[src/rtl/rwf_pkg.sv]
// Shared definitions for the rewindable FIFO.
package rwf_pkg;
    // Read-side timing variant selected at build time.
    typedef enum logic {
        RD_STANDARD    = 1'b0,
        RD_FALLTHROUGH = 1'b1
    } rd_mode_e;
endpackage

[src/rtl/rwf_store.sv]
// Storage array, write position and full status.
// Assumes: the anchor never passes the write position and lies at most
// 2**AW words behind it; pointers carry one wrap bit.
module rwf_store #(
    parameter int DW = 8,
    parameter int AW = 3
) (
    input  logic          clk,
    input  logic          rst_n,
    input  logic          wr_en,
    input  logic [DW-1:0] wr_data,
    input  logic [AW:0]   anchor,
    input  logic [AW:0]   rd_addr,
    output logic [DW-1:0] rd_word,
    output logic [AW:0]   wp,
    output logic          full
);
    localparam int DEPTH = 1 << AW;
    localparam int PW    = AW + 1;
    localparam logic [PW-1:0] DEPTH_P = PW'(DEPTH);

    logic [DW-1:0] mem [DEPTH];
    logic [PW-1:0] fill;
    logic          wr_go;

    assign fill    = wp - anchor;
    assign full    = (fill == DEPTH_P);
    assign wr_go   = wr_en & ~full;
    assign rd_word = mem[rd_addr[AW-1:0]];

    // Store an accepted word at the write position.
    always_ff @(posedge clk) begin
        if (wr_go) begin
            mem[wp[AW-1:0]] <= wr_data;
        end
    end

    // Advance the write position on each accepted write.
    always_ff @(posedge clk) begin
        if (!rst_n) begin
            wp <= '0;
        end else if (wr_go) begin
            wp <= wp + PW'(1);
        end
    end

    assert_no_overflow_R2: assert property (@(posedge clk) disable iff (!rst_n)
        (wr_en && full) |=> (wp == $past(wp)));

    assert_fill_bound_R11: assert property (@(posedge clk) disable iff (!rst_n)
        (fill <= DEPTH_P));
endmodule

[src/rtl/rwf_anchor.sv]
// Anchor register: the position a rewind returns to.
// Assumes: next_loc is the position of the word the consumer receives next.
module rwf_anchor #(
    parameter int AW = 3
) (
    input  logic        clk,
    input  logic        rst_n,
    input  logic        mark_go,
    input  logic        rewind_go,
    input  logic [AW:0] next_loc,
    output logic [AW:0] anchor
);
    // Capture the next-delivery position on a mark; a rewind takes priority.
    always_ff @(posedge clk) begin
        if (!rst_n) begin
            anchor <= '0;
        end else if (mark_go && !rewind_go) begin
            anchor <= next_loc;
        end
    end

    assert_rewind_drops_mark_R12: assert property (@(posedge clk) disable iff (!rst_n)
        rewind_go |=> $stable(anchor));
endmodule

[src/rtl/rwf_reader.sv]
// Read position, output register and status flag for either read mode.
// Assumes: rd_req is already qualified by the read select; rd_word is the
// storage word at rp.
module rwf_reader
    import rwf_pkg::*;
#(
    parameter int       DW   = 8,
    parameter int       AW   = 3,
    parameter rd_mode_e MODE = RD_STANDARD
) (
    input  logic          clk,
    input  logic          rst_n,
    input  logic          rd_req,
    input  logic          rewind_go,
    input  logic [AW:0]   anchor,
    input  logic [AW:0]   wp,
    input  logic [DW-1:0] rd_word,
    output logic [AW:0]   rp,
    output logic [AW:0]   next_loc,
    output logic [DW-1:0] rd_data,
    output logic          rd_flag
);
    localparam int PW = AW + 1;

    if (MODE == RD_STANDARD) begin : g_std
        logic blank;
        logic can_pop;
        logic pop;

        assign can_pop  = (wp != rp) & ~blank;
        assign pop      = rd_req & can_pop & ~rewind_go;
        assign rd_flag  = can_pop;
        assign next_loc = rp;

        // Rewind, or pop into the output register.
        always_ff @(posedge clk) begin
            if (!rst_n) begin
                rp      <= '0;
                blank   <= 1'b0;
                rd_data <= '0;
            end else if (rewind_go) begin
                rp    <= anchor;
                blank <= 1'b1;
            end else begin
                blank <= 1'b0;
                if (pop) begin
                    rd_data <= rd_word;
                    rp      <= rp + PW'(1);
                end
            end
        end

        assert_rewind_empty_R8: assert property (@(posedge clk) disable iff (!rst_n)
            rewind_go |=> !rd_flag);

        assert_rewind_ptr_R6: assert property (@(posedge clk) disable iff (!rst_n)
            rewind_go |=> (rp == $past(anchor)));

        assert_no_underflow_R3: assert property (@(posedge clk) disable iff (!rst_n)
            (rd_req && !rd_flag && !rewind_go) |=> (rp == $past(rp)));
    end else begin : g_fwft
        logic out_vld;
        logic pop;
        logic load;

        assign pop      = rd_req & out_vld;
        assign load     = (wp != rp) & (~out_vld | pop) & ~rewind_go;
        assign rd_flag  = ~out_vld;
        assign next_loc = out_vld ? (rp - PW'(1)) : rp;

        // Rewind, refill the head register, or empty it on a pop.
        always_ff @(posedge clk) begin
            if (!rst_n) begin
                rp      <= '0;
                out_vld <= 1'b0;
                rd_data <= '0;
            end else if (rewind_go) begin
                rp      <= anchor;
                out_vld <= 1'b0;
            end else if (load) begin
                rd_data <= rd_word;
                rp      <= rp + PW'(1);
                out_vld <= 1'b1;
            end else if (pop) begin
                out_vld <= 1'b0;
            end
        end

        assert_rewind_notready_R9: assert property (@(posedge clk) disable iff (!rst_n)
            rewind_go |=> rd_flag);

        assert_head_hold_R5: assert property (@(posedge clk) disable iff (!rst_n)
            (!rd_flag && !rd_req && !rewind_go) |=> ($stable(rd_data) && !rd_flag));
    end
endmodule

[src/rtl/rewind_fifo.sv]
// Single-clock FIFO with an anchor (mark) and read-side rewind.
// Assumes: all inputs are synchronous to clk; reset overrides the read select.
module rewind_fifo
    import rwf_pkg::*;
#(
    parameter int       DATA_W = 8,
    parameter int       ADDR_W = 3,
    parameter rd_mode_e MODE   = RD_STANDARD
) (
    input  logic              clk,
    input  logic              rst_n,
    input  logic              wr_en,
    input  logic [DATA_W-1:0] wr_data,
    output logic              full,
    input  logic              rd_en,
    input  logic              rd_sel,
    input  logic              mark,
    input  logic              rewind,
    output logic [DATA_W-1:0] rd_data,
    output logic              rd_flag
);
    logic [ADDR_W:0]   wp;
    logic [ADDR_W:0]   rp;
    logic [ADDR_W:0]   anchor;
    logic [ADDR_W:0]   next_loc;
    logic [DATA_W-1:0] rd_word;
    logic              rd_req;
    logic              mark_go;
    logic              rewind_go;

    assign rd_req    = rd_en  & rd_sel;
    assign mark_go   = mark   & rd_sel;
    assign rewind_go = rewind & rd_sel;

    rwf_store #(.DW(DATA_W), .AW(ADDR_W)) u_store (
        .clk     (clk),
        .rst_n   (rst_n),
        .wr_en   (wr_en),
        .wr_data (wr_data),
        .anchor  (anchor),
        .rd_addr (rp),
        .rd_word (rd_word),
        .wp      (wp),
        .full    (full)
    );

    rwf_anchor #(.AW(ADDR_W)) u_anchor (
        .clk       (clk),
        .rst_n     (rst_n),
        .mark_go   (mark_go),
        .rewind_go (rewind_go),
        .next_loc  (next_loc),
        .anchor    (anchor)
    );

    rwf_reader #(.DW(DATA_W), .AW(ADDR_W), .MODE(MODE)) u_reader (
        .clk       (clk),
        .rst_n     (rst_n),
        .rd_req    (rd_req),
        .rewind_go (rewind_go),
        .anchor    (anchor),
        .wp        (wp),
        .rd_word   (rd_word),
        .rp        (rp),
        .next_loc  (next_loc),
        .rd_data   (rd_data),
        .rd_flag   (rd_flag)
    );

    assert_rewind_keeps_wp_R10: assert property (@(posedge clk) disable iff (!rst_n)
        (rewind_go && !wr_en) |=> $stable(wp));

    assert_rewind_write_R10: assert property (@(posedge clk) disable iff (!rst_n)
        (rewind_go && wr_en && !full) |=> (wp == $past(wp) + 1'b1));

    assert_deselect_R4: assert property (@(posedge clk) disable iff (!rst_n)
        !rd_sel |=> ($stable(rp) || rd_flag == (MODE == RD_STANDARD)));
endmodule

[config.mk]
export PLATFORM = sky130hd
export DESIGN_NAME = rewind_fifo
export DESIGN_NICKNAME = d
export VERILOG_FILES = /design/src/rtl/rwf_pkg.sv /design/src/rtl/rwf_store.sv /design/src/rtl/rwf_anchor.sv /design/src/rtl/rwf_reader.sv /design/src/rtl/rewind_fifo.sv
export SDC_FILE = /design/constraint.sdc
export NUM_CORES = 1
export LEC_CHECK = 0
export CAP_MARGIN = 0
export CORE_MARGIN = 3
export CORE_UTILIZATION = 45
export DETAILED_ROUTE_END_ITERATION = 12
export PLACE_DENSITY = 0.66
export SLEW_MARGIN = 20
export SYNTH_ARGS = -nofsm -noshare
export SYNTH_HDL_FRONTEND = slang
export SYNTH_SLANG_ARGS = --single-unit
[constraint.sdc]
create_clock -name clk -period 2.43 [get_ports clk]
set_input_delay 0.486 -clock clk [delete_from_list [all_inputs] [get_ports clk]]
set_output_delay 0.486 -clock clk [all_outputs]
set_load 0.05 [all_outputs]
-- Word-level counts from Yosys, hierarchy flattened
Memory sizes are Yosys's and may differ from the RTL's. A register that Yosys moved wholly into a read port is not among the register bits.
Index checks and enable logic that the tools add are counted.
- add/subtract/negate cells: 3
- eq/ne operators: 2
- mux-type cells: 5
- bitwise logic cells: 10
- reductions and logical operators: 5
- operators by type and width (kind ; count):
    4-bit by 1-bit adder with 4-bit output, second input constant ; 2
    4-bit 2-to-1 mux ; 2
    1-bit bitwise AND ; 7
    4-bit == test, second input constant ; 1
    4-bit inequality test ; 1
    4-bit subtractor ; 1
    1-bit 2-to-1 mux ; 3
    1-bit NOT ; 3
    1-bit logical NOT ; 2
    2-bit AND reduction ; 1
    2-bit nonzero test ; 1
    1-bit logical AND ; 1
- bits in registers: 13
- RAM bits: 64
- input bits: 15
- word-level logic and storage cells: 30
- memories kept: 1
- memories (memory ; depth ; width ; rd ports ; clocked after Yosys merged registers in ; write ports ; line ; source):
    u_store.mem ; 8 ; 8 ; 1 ; 1 ; 1 ; rwf_store.sv:22 ; logic [DW-1:0] mem [DEPTH];

-- Depth between registers and ports, before layout
Gate-level depths: netlist of the first run.
- word-level depth: 6
- gate-level depth with buffers: 7
- gate-level depth less buffers: 7

-- Cells and area by module
A second synthesis of the first run with hierarchy kept.
- cell total of the unflattened synthesis: 239
- area, all modules: 3626.0 um^2
- by module, submodules not included (module ; times used ; cells an instance ; area each (um^2) ; sequential area each (um^2)):
    rwf_store ; 1 ; 147 ; 2792.7 ; 2001.9
    rwf_reader ; 1 ; 70 ; 648.1 ; 260.2
    rwf_anchor ; 1 ; 19 ; 166.4 ; 80.1
    rewind_fifo ; 1 ; 3 ; 18.8 ; 0.0

-- Worst setup path before layout of the first run
OpenSTA, ideal clock, no wires.
- path kind: register to register
- start: register u_store.wp[0]
- end: memory u_store.mem[0][0] (enable)
- library setup time: 0.395 ns
- data arrival time: 2.337 ns
- required time: 2.035 ns
- setup slack: -0.302 ns
- stages on the path, launching flop included: 8
- cells stage by stage: dfxtp_1 inv_1 ha_1 nand3b_1 a21oi_1 nor4b_4 nand2b_1 nor4_1
- word-level cells in the longest chain between the ends: 6
- ends and longest elaborated chain (what ; line ; source):
    from (decl) ; rwf_store.sv:15 ; output logic [AW:0] wp,
    from (signal assigned) ; rwf_store.sv:43 ; wp <= wp + PW'(1);
    4-bit subtractor ; rwf_store.sv:26 ; assign fill = wp - anchor;
    4-bit == test ; rwf_store.sv:27 ; assign full = (fill == DEPTH_P);
    net full ; rewind_fifo.sv:14 ; output logic full,
    1-bit NOT ; rwf_store.sv:28 ; assign wr_go = wr_en & ~full;
    1-bit bitwise AND ; rwf_store.sv:28 ;
    1-bit 2-to-1 mux ; rwf_store.sv:33 ; if (wr_go) begin
    1-bit 2-to-1 mux (not written as such) ; rwf_store.sv:34 ; mem[wp[AW-1:0]] <= wr_data;
    to (decl) ; rwf_store.sv:22 ;
The timed path passes the listed nets, and every way through them passes these cells.

-- Final worst setup path of the first run
- start: register u_anchor.anchor[1]
- end: output full
- word-level cells in the longest chain between the ends: 2
- ends and longest elaborated chain (what ; line ; source):
    from (decl) ; rwf_anchor.sv:11 ; output logic [AW:0] anchor
    from (signal assigned) ; rwf_anchor.sv:18 ; anchor <= next_loc;
    4-bit subtractor ; rwf_store.sv:26 ;
    4-bit == test ; rwf_store.sv:27 ;
    to (decl) ; rewind_fifo.sv:14 ;
No other way between the ends.

==> flow_results.org, run 1 <==
** Global route
- Largest net degree at the start of global routing :: 22
- Combined global-route utilization of all metal layers :: 0.173
- The via count of the first global-routing pass is 2,043.
- Antenna violations before repair :: 0
- First-pass GRT wire length :: 11,200 µm
- Leftover overflow at the end of global routing :: 0

** Yosys
- Of the post-synthesis cell area, the dominant cell type holds 0.546.
- Commonest cells in the synthesized netlist :: 64 x edfxtp_1, 21 x dfxtp_1, 16 x mux4_2, 15 x mux2i_1, 14 x nand2_1
- Mapped cell area :: 0.00352 mm²
- Number of synthesized flops with an enable pin :: 64
- Synth Area per Inst :: 16.3 µm²
- After synthesis, the netlist uses 39 different library cells.
- Asr flop ratio synth :: 0
- Share of the yosys chip area belonging to registers :: 0.665
- Cell type with the largest total area after synthesis :: edfxtp_1
- After synthesis the netlist holds a flip-flop and latch count of 85.
- The Yosys step of the flow raised 0 warnings.
- Leading post-synthesis cells by cell area :: edfxtp_1 55%, dfxtp_1 12%, mux4_2 10%
- Among all flip-flop cells after synthesis, the most frequent one is edfxtp_1.
- Synthesized instance count :: 216
- Total nets after synthesis :: ~240
- Most used standard cell by instance count after synthesis :: edfxtp_1

** Clocking
- The H-tree was split into 3 levels.
- Clock transition at the registers of the reported paths :: 0.08 ns
- TritonCTS clock tree :: built
- Buffers inserted to repair hold after CTS numbered 0.
- The root buffer cell chosen for the clock tree is clkbuf_8.
- Clock latency reported for the late side of the worst-skew pair :: 0.36 ns
- Clock buffer count from CTS :: 9
- Clock tree sinks :: 85
- Max Root-Sink Buffers :: 2

** Route
- The routed layout has between 2,000 and 2,500 vias.
- Routed wire length :: 6960 µm
- Vias per Instance :: 5.50
- DRT antenna net count :: 0
- Count of unresolved DRC violations after routing :: 0
- WL/cell :: 19.1 µm
- The first TritonRoute pass finished after 4 iterations.
- The detailed router finished its first iteration with around 130 violations.

** Worst setup path
- The largest individual stage delay along the critical path comes from the cell dfxtp_1.
- Highest fanout seen on the critical path :: 3
- Counting cells, the worst reg-to-reg path comes to 9.
- The startpoint identified for the worst register-to-register timing path is u_anchor.anchor[1].
- The worst setup path is captured at an output pin.
- Sequence of cells on the critical path :: inv_1 -> ha_1 -> nor2b_1 -> xnor2_1 -> nor4b_4 -> buf_4 -> buf_12
- Tracing the worst setup path back leads to its startpoint at u_anchor.anchor[1].
- In this run the worst setup path terminates at full.
- Required time at the endpoint of the critical path :: 1.94 ns
- The worst register-to-register path has a setup slack of 0.11 ns.
- Worst Setup Path Type :: flip-flop to output pin
- Number of buffer and inverter stages on the critical path :: 3
- Longest individual stage delay on the worst path :: between 0.3 and 0.4 ns
- STA classifies the critical path startpoint as a flip-flop.
- Data arrives at the worst endpoint at 1.83 ns.
- Crit Reg-Reg Endpoint :: u_store.mem[2][4]
- Counting buffers and inverters, the worst setup path is 7 cells deep.
- Among cell families on the critical path, the largest total delay comes from simple AND/OR/NAND/NOR gates.

** Power and ir drop
- The worst-case IR drop observed on VDD is 0.362 mV.
- The analysis attributes to cell leakage a power of 1.45 nW.
- Overall power consumption after layout is estimated at between 2 and 3 mW.
- Dividing total power by cell area gives a power density of approximately 700 mW/mm².

** STA
- The hold violation count in the final report is 0.
- Transition time of the tightest slew-check pin :: between 0.7 and 0.8 ns
- Total negative slack for setup checks :: 0 ns
- Worst Skew :: ~0.011 ns
- Of the available clock period, the critical path in the final layout requires 0.953.
- Derived from the worst setup path, the maximum achievable clock frequency is 432 MHz.
- Final Max Slew Viols :: 0
- Setup repair after global routing left no endpoint under its margin.
- Headroom to the max-slew limit came out at 0.512.
- Setup violations remaining at the end of the flow were counted as 0.
- The clock period could shrink to 2.32 ns.

** Layout
- Post-route core utilization :: 0.573
- Multi-input gate area in the final layout :: 0.00117 mm²
- Of the cells placed in the final design, the portion with a size suffix greater than 1 is 0.282.
- Layout fillers :: 592
- Final net count :: 281
- 0 antenna diodes ended up in the layout.
- FF+latch area :: between 0.002 and 0.0025 mm²
- Area growth, synth to finish :: 20.5%

** Placed design
- Detailed placement ended at an HPWL of 4500 µm.
- I/O Buffers :: 24
- The congestion estimate from routability-driven global placement came to 0.790.

** Run status
- Result of the run :: completed

** Floorplan
- The die covers ~0.0089 mm².
- The core region is 0.00741 mm².
- The die is 94.4 µm tall.
- The initialized floorplan defines 31 standard-cell rows.
- The die is 94.4 µm wide.
- Ports placed on the boundary :: 25
- The initial utilization of the core area, before any placement, comes to 0.475.

** Flow run
- Max-cap violations in this run came to 0.

** Min path
- The tightest min-delay check is of the flip-flop to flip-flop type.
metal layers:
| layer | vias to the layer above | routed length [µm] | global-route usage |
|---|---|---|---|
| li1 | 931 | - | - |
| met1 | 1011 | 3230 | 0.239 |
| met2 | 56 | 3290 | 0.268 |
| met3 | 10 | 313 | 0.0319 |
| met4 | 0 | 129 | 0.0770 |
| met5 | - | 0 | 0 |
per-stage QoR:
step | instance area, µm² | hold WS (ns) | instances | worst slack, ns
2_1_floorplan | 3570 | 0.442 | 216 | 0.000689
3_3_place_gp | 4020 | 0.478 | 348 | 0.202
3_5_place_dp | 4020 | 0.487 | 348 | 0.153
4_1_cts | 4230 | 0.503 | 365 | 0.0251
5_1_grt | 4240 | 0.518 | 365 | 0.00371
6_report | 4240 | 0.486 | 365 | 0.115
worst register-to-register path, stage by stage (launching register included):
cell,delay (ns)
dfxtp_1,0.35
inv_1,0.05
ha_1,0.29
nand3b_1,0.10
a21oi_1,0.25
nor4b_4,0.08
buf_4,0.16
buf_4,0.15
nor2b_2,0.21
and4_4,0.37
what timing repair did:
item                                    in CTS  in global routing
resized for setup                            1                  1
setup buffers                                1                  0
endpoints found under the setup margin       1                 23
kinds of logic after synthesis:
group / after synthesis / synth area share
compound gates: 29 / 0.0551
xor+xnor: 6 / 0.0192
buf+inv: 14 / 0.0220
mux: 31 / 0.145
flops: 85 / 0.665
fa+ha+maj: 5 / 0.0178
simple gates: 46 / 0.0754
layout make-up:
cell class | instances | area share
multi-input cells | 117 | 0.275
repair buffers | 43 | 0.0920
well taps | 99 | 0.0292
clock inverters | 6 | 0.0168
flip-flops and latches | 85 | 0.553
inverters | 5 | 0.00442
clock buffers | 10 | 0.0301
cell usage in the layout (no fill, tap or decap), drive strengths merged, types with 5 or more instances in the layout:
cell type and count:
inv 8, o21ai 10, mux4 16, a21oi 12
nor2 8, mux2i 15, dfxtp 21, xor2 5
nand2 14, clkdlybuf4s50 22, buf 21, nor4 5
edfxtp 64, ha 5, clkbuf 10
state kept, by name, indices dropped and copies added (netlist names):
signal                flops
u_anchor.anchor           4
u_reader.g_std.blank      1
u_reader.next_loc         4
u_reader.rd_data          8
u_store.mem              64
u_store.wp                4
where the power goes:
group          internal, mW  switching (mW)
sequential             1.61          0.0144
combinational         0.144           0.195
clock                 0.488           0.520
total                  2.24           0.730
worst min path at each step:
stage	cells after the start	slack (ns)	endpoint	start
2_1_floorplan	2	0.44	u_reader.next_loc[1]	u_anchor.anchor[1]
3_3_place_gp	2	0.48	u_anchor.anchor[2]	u_anchor.anchor[2]
3_5_place_dp	2	0.49	u_reader.next_loc[1]	u_anchor.anchor[1]
4_1_cts	2	0.50	u_reader.next_loc[1]	u_anchor.anchor[1]
5_1_grt	2	0.52	u_reader.next_loc[1]	u_anchor.anchor[1]
6_report	2	0.49	u_reader.next_loc[1]	u_anchor.anchor[1]
Power figures use the tool's default switching activity.
==> inputs of run 2 (changes only) <==
--- a/config.mk
+++ b/config.mk
@@ -9,7 +9,9 @@
 export CORE_MARGIN = 3
 export CORE_UTILIZATION = 45
 export DETAILED_ROUTE_END_ITERATION = 12
+export GPL_ROUTABILITY_DRIVEN = 0
 export PLACE_DENSITY = 0.66
+export RECOVER_POWER = 25
 export SLEW_MARGIN = 20
 export SYNTH_ARGS = -nofsm -noshare
 export SYNTH_HDL_FRONTEND = slang
==> flow_results.org, run 2 (synthesized netlist as in run 1, its figures left out) <==
** Route
- For this block, the via count after detailed routing is 2,010.
- After detailed routing, the number of remaining DRC violations is 0.
- Vias per Instance :: 5.51
- Routed wire length :: slightly below 7000 µm
- The first TritonRoute pass finished after 4 iterations.
- WL/cell :: 19.1 µm
- DRT antenna net count :: 0
- For this block, the initial DRC count from the detailed router was 133.

** Placed design
- The placed instances occupy a cell area of between 0.004 and 0.005 mm².
- Once detailed placement completed, the half-perimeter wirelength came to 4500 µm.
- Placed cells :: 348
- Buffers placed on the I/O ports in this run total 24.
- Setup slack after placement :: 0.153 ns

** Global route
- Largest net degree at the start of global routing :: 22
- The first global-routing pass estimated about 11,000 µm of wire.
- After global routing the overflow that remains totals 0.
- Via count of the first global-routing pass :: 2,043
- The initial antenna violation count came to 0.
- Combined global-route utilization of all metal layers :: 0.173

** Layout
- Number of diodes :: 0
- Final net count :: around 280
- Most frequent cells in the layout :: 64 x edfxtp_1, 20 x buf_4, 20 x dfxtp_1
- Most frequent standard cell in the layout excluding fill and tap cells :: edfxtp_1
- Post-route standard cell area excluding fillers :: 0.00424 mm²
- Measured on the finished design, the core utilization comes to 0.573.
- The area growth from synthesis to layout is 20.5%.
- Flip-flop count of the largest register after layout :: 64
- The finished layout holds approximately 370 standard cells, fillers aside.
- In the final layout, the share of cells above drive strength 1 is 0.282.

** Worst setup path
- Data on the critical path is required at its endpoint by 1.94 ns.
- The worst setup path is captured at an output pin.
- Crit Reg-Reg Endpoint :: u_store.mem[2][4]
- Sequence of cells on the critical path :: inv_1 -> ha_1 -> nor2b_1 -> xnor2_1 -> nor4b_4 -> buf_4 -> buf_12
- The worst setup path is launched from a flip-flop.
- In this run the worst path has a maximum fanout of 3.
- Flop-to-flop setup slack :: 0.11 ns
- Start of the worst register-to-register path :: u_anchor.anchor[1]
- Dominant delay contributor by cell family on the critical path :: simple AND/OR/NAND/NOR gates
- On the critical path, the stage with the largest delay is an instance of dfxtp_1.
- Arr. time, crit path :: 1.83 ns
- Number of buffer and inverter stages on the critical path :: 3
- Counting cells, the worst reg-to-reg path comes to 9.
- Longest individual stage delay on the worst path :: 0.35 ns
- The critical path is of the flip-flop to output pin type.

** STA
- The worst pin sits at a relative slew slack of 0.512.
- Transition time of the tightest slew-check pin :: 0.728 ns
- For the finished layout, the period the worst path requires is 2.32 ns.
- The hold violation count in the final report was 0.
- Setup slack closes at 0.115 ns.
- Setup repair after global routing left no endpoint under its margin.
- In the finished design, the share of the clock period the worst path needs comes to 0.953.
- Final setup fails :: 0
- The number of max-slew violations in the final report came to 0.
- On the final layout, the worst clock skew is roughly 0.011 ns.
- Worst hold slack :: 0.486 ns
- Top achievable clock speed :: ~430 MHz
- Adding up every negative setup slack in the final design gives 0 ns.

** Floorplan
- The die is 94.4 µm wide.
- For this configuration, the core starts out at a cell density of 0.475.
- In this run the vertical extent of the chip is 94.4 µm.
- The floorplan step defined a core boundary enclosing 0.00741 mm².
- The die covers 0.00892 mm².
- Pin placement for this block handled 25 I/O pins.
- # rows :: 31

** Clocking
- Count of hold buffers inserted by post-cts repair :: 0
- The later pin in the worst-skew pair is clocked with a latency of 0.36 ns.
- Max Root-Sink Buffers :: 2
- CTS built an H-tree with a depth of 3.
- Clock tree sinks :: 85
- After clock tree synthesis, the clock-pin slew on the worst setup and hold paths is around 0.08 ns.
- Root Buffer Master :: clkbuf_8
- Clock buffer count from CTS :: 9
- TritonCTS clock tree :: built

** Power and ir drop
- For this design the ratio of total power to cell area is roughly 700 mW/mm².
- Total net switching power :: 729 µW
- The internal power of the cells totals between 2 and 2.5 mW.
- Of the total power, registers draw 0.547.
- Combinational cell fraction of total power :: 0.114
- Overall power consumption after layout is estimated at 2.97 mW.
- Of the total power, the share spent switching nets is 0.246.
- Of the total power, the clock network draws 0.340.
- Static Leakage :: 1.45 nW
- IR analysis of the VDD net gives a maximum drop of 0.362 mV.

** Run status
- The run finished with clean final reports.

** Min path
- Worst min-delay path startpoint :: u_anchor.anchor[1]
- The worst hold path terminates at u_reader.next_loc[1].
- Path class of the lowest-slack min-delay path :: flip-flop to flip-flop
- Worst hold path depth :: 2

** Flow run
- Number of max-cap violations :: 0
==> run 2: cell types whose count changed in the layout (fill, tap and decap cells not counted), sizes merged <==
cell	delta
clkdlybuf4s50	-6
dlygate4sd3	+6
==> run 2: layer usage <==
layer	track usage	routed length (µm)
met1	0.239	3240
met2	0.268	3290
met3	0.0319	305
met4	0.0770	129
met5	0	0
==> run 2: timing repair <==
item	CTS	global route
setup endpoints to repair	1	23
resized for setup	1	1
buffers inserted	1	0
==> run 2: power groups by stage <==
stage / clock network [mW] / registers (mW) / logic [mW]
6_report: 1.01 / 1.62 / 0.337
5_1_grt: 1.09 / 1.63 / 0.362
4_1_cts: 1.03 / 1.62 / 0.343
3_5_place_dp: 0 / 1.66 / 0.337
3_3_place_gp: 0 / 1.65 / 0.334
2_1_floorplan: 0 / 1.68 / 0.179
==> run 2: worst max path at each step <==
| stage | cells after the start | slack, ns | startpoint | endpoint |
|---|---|---|---|---|
| after detailed placement | 9 | 0.15 | u_anchor.anchor[2] | u_store.mem[4][7] |
| after floorplan | 7 | 0.0007 | u_store.wp[0] | u_store.mem[0][0] |
| after global placement | 7 | 0.20 | u_anchor.anchor[2] | u_store.mem[3][6] |
| after global routing | 9 | 0.004 | u_anchor.anchor[2] | u_store.mem[2][4] |
| final | 7 | 0.11 | u_anchor.anchor[1] | full |
| after CTS | 7 | 0.03 | u_anchor.anchor[2] | full |
==> run 2: cell type report <==
| type | count | area, µm² |
|---|---|---|
| Fill cell | 592 | 3170 |
| Clock inverter | 6 | 71.3 |
| Inverter | 5 | 18.8 |
| Timing Repair Buffer | 43 | 390 |
| Multi-Input combinational cell | 117 | 1170 |
| Sequential cell | 85 | 2340 |
| Tap cell | 99 | 124 |
| Clock buffer | 10 | 128 |
==> run 2: tightest hold or removal path, delay by kind of cell, from the launching register on <==
family / cells / cell delay, ns
AO/OA/AOI/OAI: 1 / 0.05
flip-flops: 1 / 0.33
AND/OR/NAND/NOR: 1 / 0.06
==> inputs of run 3 (changes only) <==
--- a/config.mk
+++ b/config.mk
@@ -12,7 +12,9 @@
 export GPL_ROUTABILITY_DRIVEN = 0
 export PLACE_DENSITY = 0.66
 export RECOVER_POWER = 25
+export SETUP_SLACK_MARGIN = 0.02
 export SLEW_MARGIN = 20
 export SYNTH_ARGS = -nofsm -noshare
 export SYNTH_HDL_FRONTEND = slang
 export SYNTH_SLANG_ARGS = --single-unit
+export TNS_END_PERCENT = 1
==> flow_results.org, run 3 (synthesized netlist as in run 1, its figures left out) <==
** Run status
- Result of the run :: finished with violations
- Violations in the final reports :: setup timing

** Route
- The final layout contains routed wiring with a total length of approximately 7000 µm.
- The routed layout has 1,981 vias.
- For this run, design rule violations remaining after detail routing come to 0.
- DRT antenna net count :: 0
- In the final routed layout, each cell accounts on average for 19.2 µm.
- The pre-antenna-repair detailed-routing pass consisted of 4 iterations.
- Vias per Instance :: 5.44
- For this block, the initial DRC count from the detailed router was between 80 and 90.

** Global route
- Largest net degree at the start of global routing :: 22
- In the global route stage, overall resource usage came out at 0.174.
- First-pass GRT wire length :: 11,000 µm
- Leftover overflow at the end of global routing :: 0
- The initial antenna violation count came to 0.
- The via count of the first global-routing pass is 1,955.

** Clocking
- The H-tree was split into 3 levels.
- The number of clock buffers added by TritonCTS is 9.
- Max Root-Sink Buffers :: 2
- After clock tree synthesis, the clock-pin slew on the worst setup and hold paths is 0.08 ns.
- The root buffer cell chosen for the clock tree is clkbuf_8.
- Clock tree sinks :: 85
- Clock latency reported for the late side of the worst-skew pair :: between 0.3 and 0.4 ns
- Post-CTS Setup Inserts :: 0
- TritonCTS built the clock tree.
- Count of hold buffers inserted by post-cts repair :: 0

** Layout
- The register with the most flip-flops in the layout has 64 of them.
- Final net count :: 280
- Number of diodes :: 0
- Relative to the synthesized area, the layout overhead comes to 20.3%.
- Leaving out fill and tap cells, the most frequent cell in the layout is edfxtp_1.
- Share of cells above drive strength 1 :: 0.268
- The top cell types in the final layout, fill and taps aside, are 64 x edfxtp_1, 20 x dfxtp_1, 18 x buf_4.

** STA
- Transition time of the tightest slew-check pin :: 0.601 ns
- Top achievable clock speed :: 407 MHz
- Measured against its own limit, the worst slew margin works out to 0.596.
- In the final timing run, aggregate negative setup slack is -0.0246 ns.
- The number of max-slew violations in the final report came to 0.
- Across the routed clock network, the largest skew measured is 0.00903 ns.
- Hold timing on the final database bottoms out at a slack of 0.509 ns.
- Setup repair after global routing could not meet its margin everywhere.
- The hold violation count in the final report was 0.
- Final critical-path setup slack :: -0.0246 ns
- Final worst-path cycle share :: 1.01
- The worst path in the final design needs a cycle of 2.45 ns, including I/O delays and setup.
- Setup violations remaining at the end of the flow were counted as 1.

** Floorplan
- Chip height :: around 94 µm
- # rows :: 31
- Ports placed on the boundary :: 25
- Die boundary width :: 94.4 µm
- The initial utilization of the core area, before any placement, comes to 0.475.
- Die ar. :: 0.00892 mm²
- Core Area :: 0.00741 mm²

** Worst setup path
- Data on the critical path arrives at its endpoint at 1.97 ns.
- STA classifies the critical path startpoint as a flip-flop.
- For the worst flop-to-flop path, the logic depth is 8.
- In this run the critical register-to-register path is launched from u_anchor.anchor[2].
- STA classifies the critical path endpoint as an output pin.
- Highest fanout seen on the critical path :: 3
- Data on the critical path is required at its endpoint by just under 2 ns.
- The endpoint identified for the worst register-to-register timing path is u_store.mem[6][0].
- Worst Setup Path Type :: flip-flop to output pin
- Flop-to-flop setup slack :: 0.18 ns

** Power and ir drop
- The analysis attributes to cell leakage a power of 1.43 nW.
- In this run the power density over the cells is about 670 mW/mm².
- VDD sags by at most 0.369 mV.

** Min path
- Path class of the lowest-slack min-delay path :: flip-flop to flip-flop
- Worst hold path depth :: 2
- Worst hold path endpoint :: u_anchor.anchor[2]
- The startpoint identified for the worst hold timing path is u_anchor.anchor[2].

** Placed design
- I/O Buffers :: 24
- Before CTS, the worst setup slack after placement is -0.000244 ns.
- Detailed-placement wirelength estimate :: 4440 µm

** Flow run
- Number of max-cap violations :: 0
[run 3: cell types whose count changed in the layout (fill, tap and decap cells not counted), moves of 2 or more]
cell | before | now
buf_4 | 20 | 18
nor4_4 | 0 | 2
nor3_2 | 2 | 0
nor4_2 | 4 | 2
nor3_4 | 0 | 2
inv_6 | 2 | 0
[run 3: final cells by class]
type                       count  area [µm²]
inverter                       5        18.8
clock inverter                 4        25.0
fill                         606        3170
timing repair buffer          42         395
multi-input combinational    117        1180
clock buffer                  12         145
sequential                    85        2340
tap                           99         124
[run 3: stage by stage]
step | utilization | cells | cell area (µm²) | power [mW]
2_1_floorplan | - | 216 | 3570 | 1.86
3_3_place_gp | 0.544 | 348 | 4030 | 1.98
3_5_place_dp | 0.544 | 348 | 4030 | 1.99
4_1_cts | 0.569 | 364 | 4220 | 2.85
5_1_grt | 0.572 | 364 | 4240 | 2.95
6_report | 0.572 | 364 | 4240 | 2.83
[run 3: power breakdown]
part / total [mW] / internal, mW / switching (mW)
clock network: 0.871 / 0.397 / 0.474
registers: 1.62 / 1.61 / 0.0154
logic: 0.336 / 0.141 / 0.195
total: 2.83 / 2.15 / 0.685
[run 3: layer usage]
metal,wire length [µm],global-route usage,share of wire,vias to the layer above
met5,0,0,0,-
met4,102,0.0554,0.015,0
met3,326,0.0510,0.047,10
met2,3400,0.267,0.49,42
met1,3150,0.242,0.45,996
li1,-,-,-,933
[run 3: what timing repair did]
| item | 4_1_cts | 5_1_grt |
|---|---|---|
| cloned | 0 | 0 |
| resized for setup | 2 | 3 |
| setup endpoints to repair | 18 | 17 |
[run 3: worst max path at each step]
| stage | startpoint | to | slack, ns | cells past startpoint |
|---|---|---|---|---|
| finish | u_anchor.anchor[2] | full | -0.02 | 7 |
| global route | u_anchor.anchor[2] | full | -0.15 | 7 |
| global placement | u_anchor.anchor[2] | u_store.mem[1][7] | 0.03 | 7 |
| detailed placement | u_anchor.anchor[2] | u_store.mem[7][3] | -0.0002 | 7 |
| floorplan | u_store.wp[0] | u_store.mem[1][0] | -0.05 | 7 |
| CTS | u_anchor.anchor[2] | full | -0.05 | 7 |
[run 3: critical path: stages (launching register included)]
cell	delay, ns
dfxtp_1	0.33
inv_1	0.06
ha_1	0.35
a21oi_2	0.16
a21oi_1	0.11
nor4b_4	0.29
buf_4	0.20
buf_12	0.13
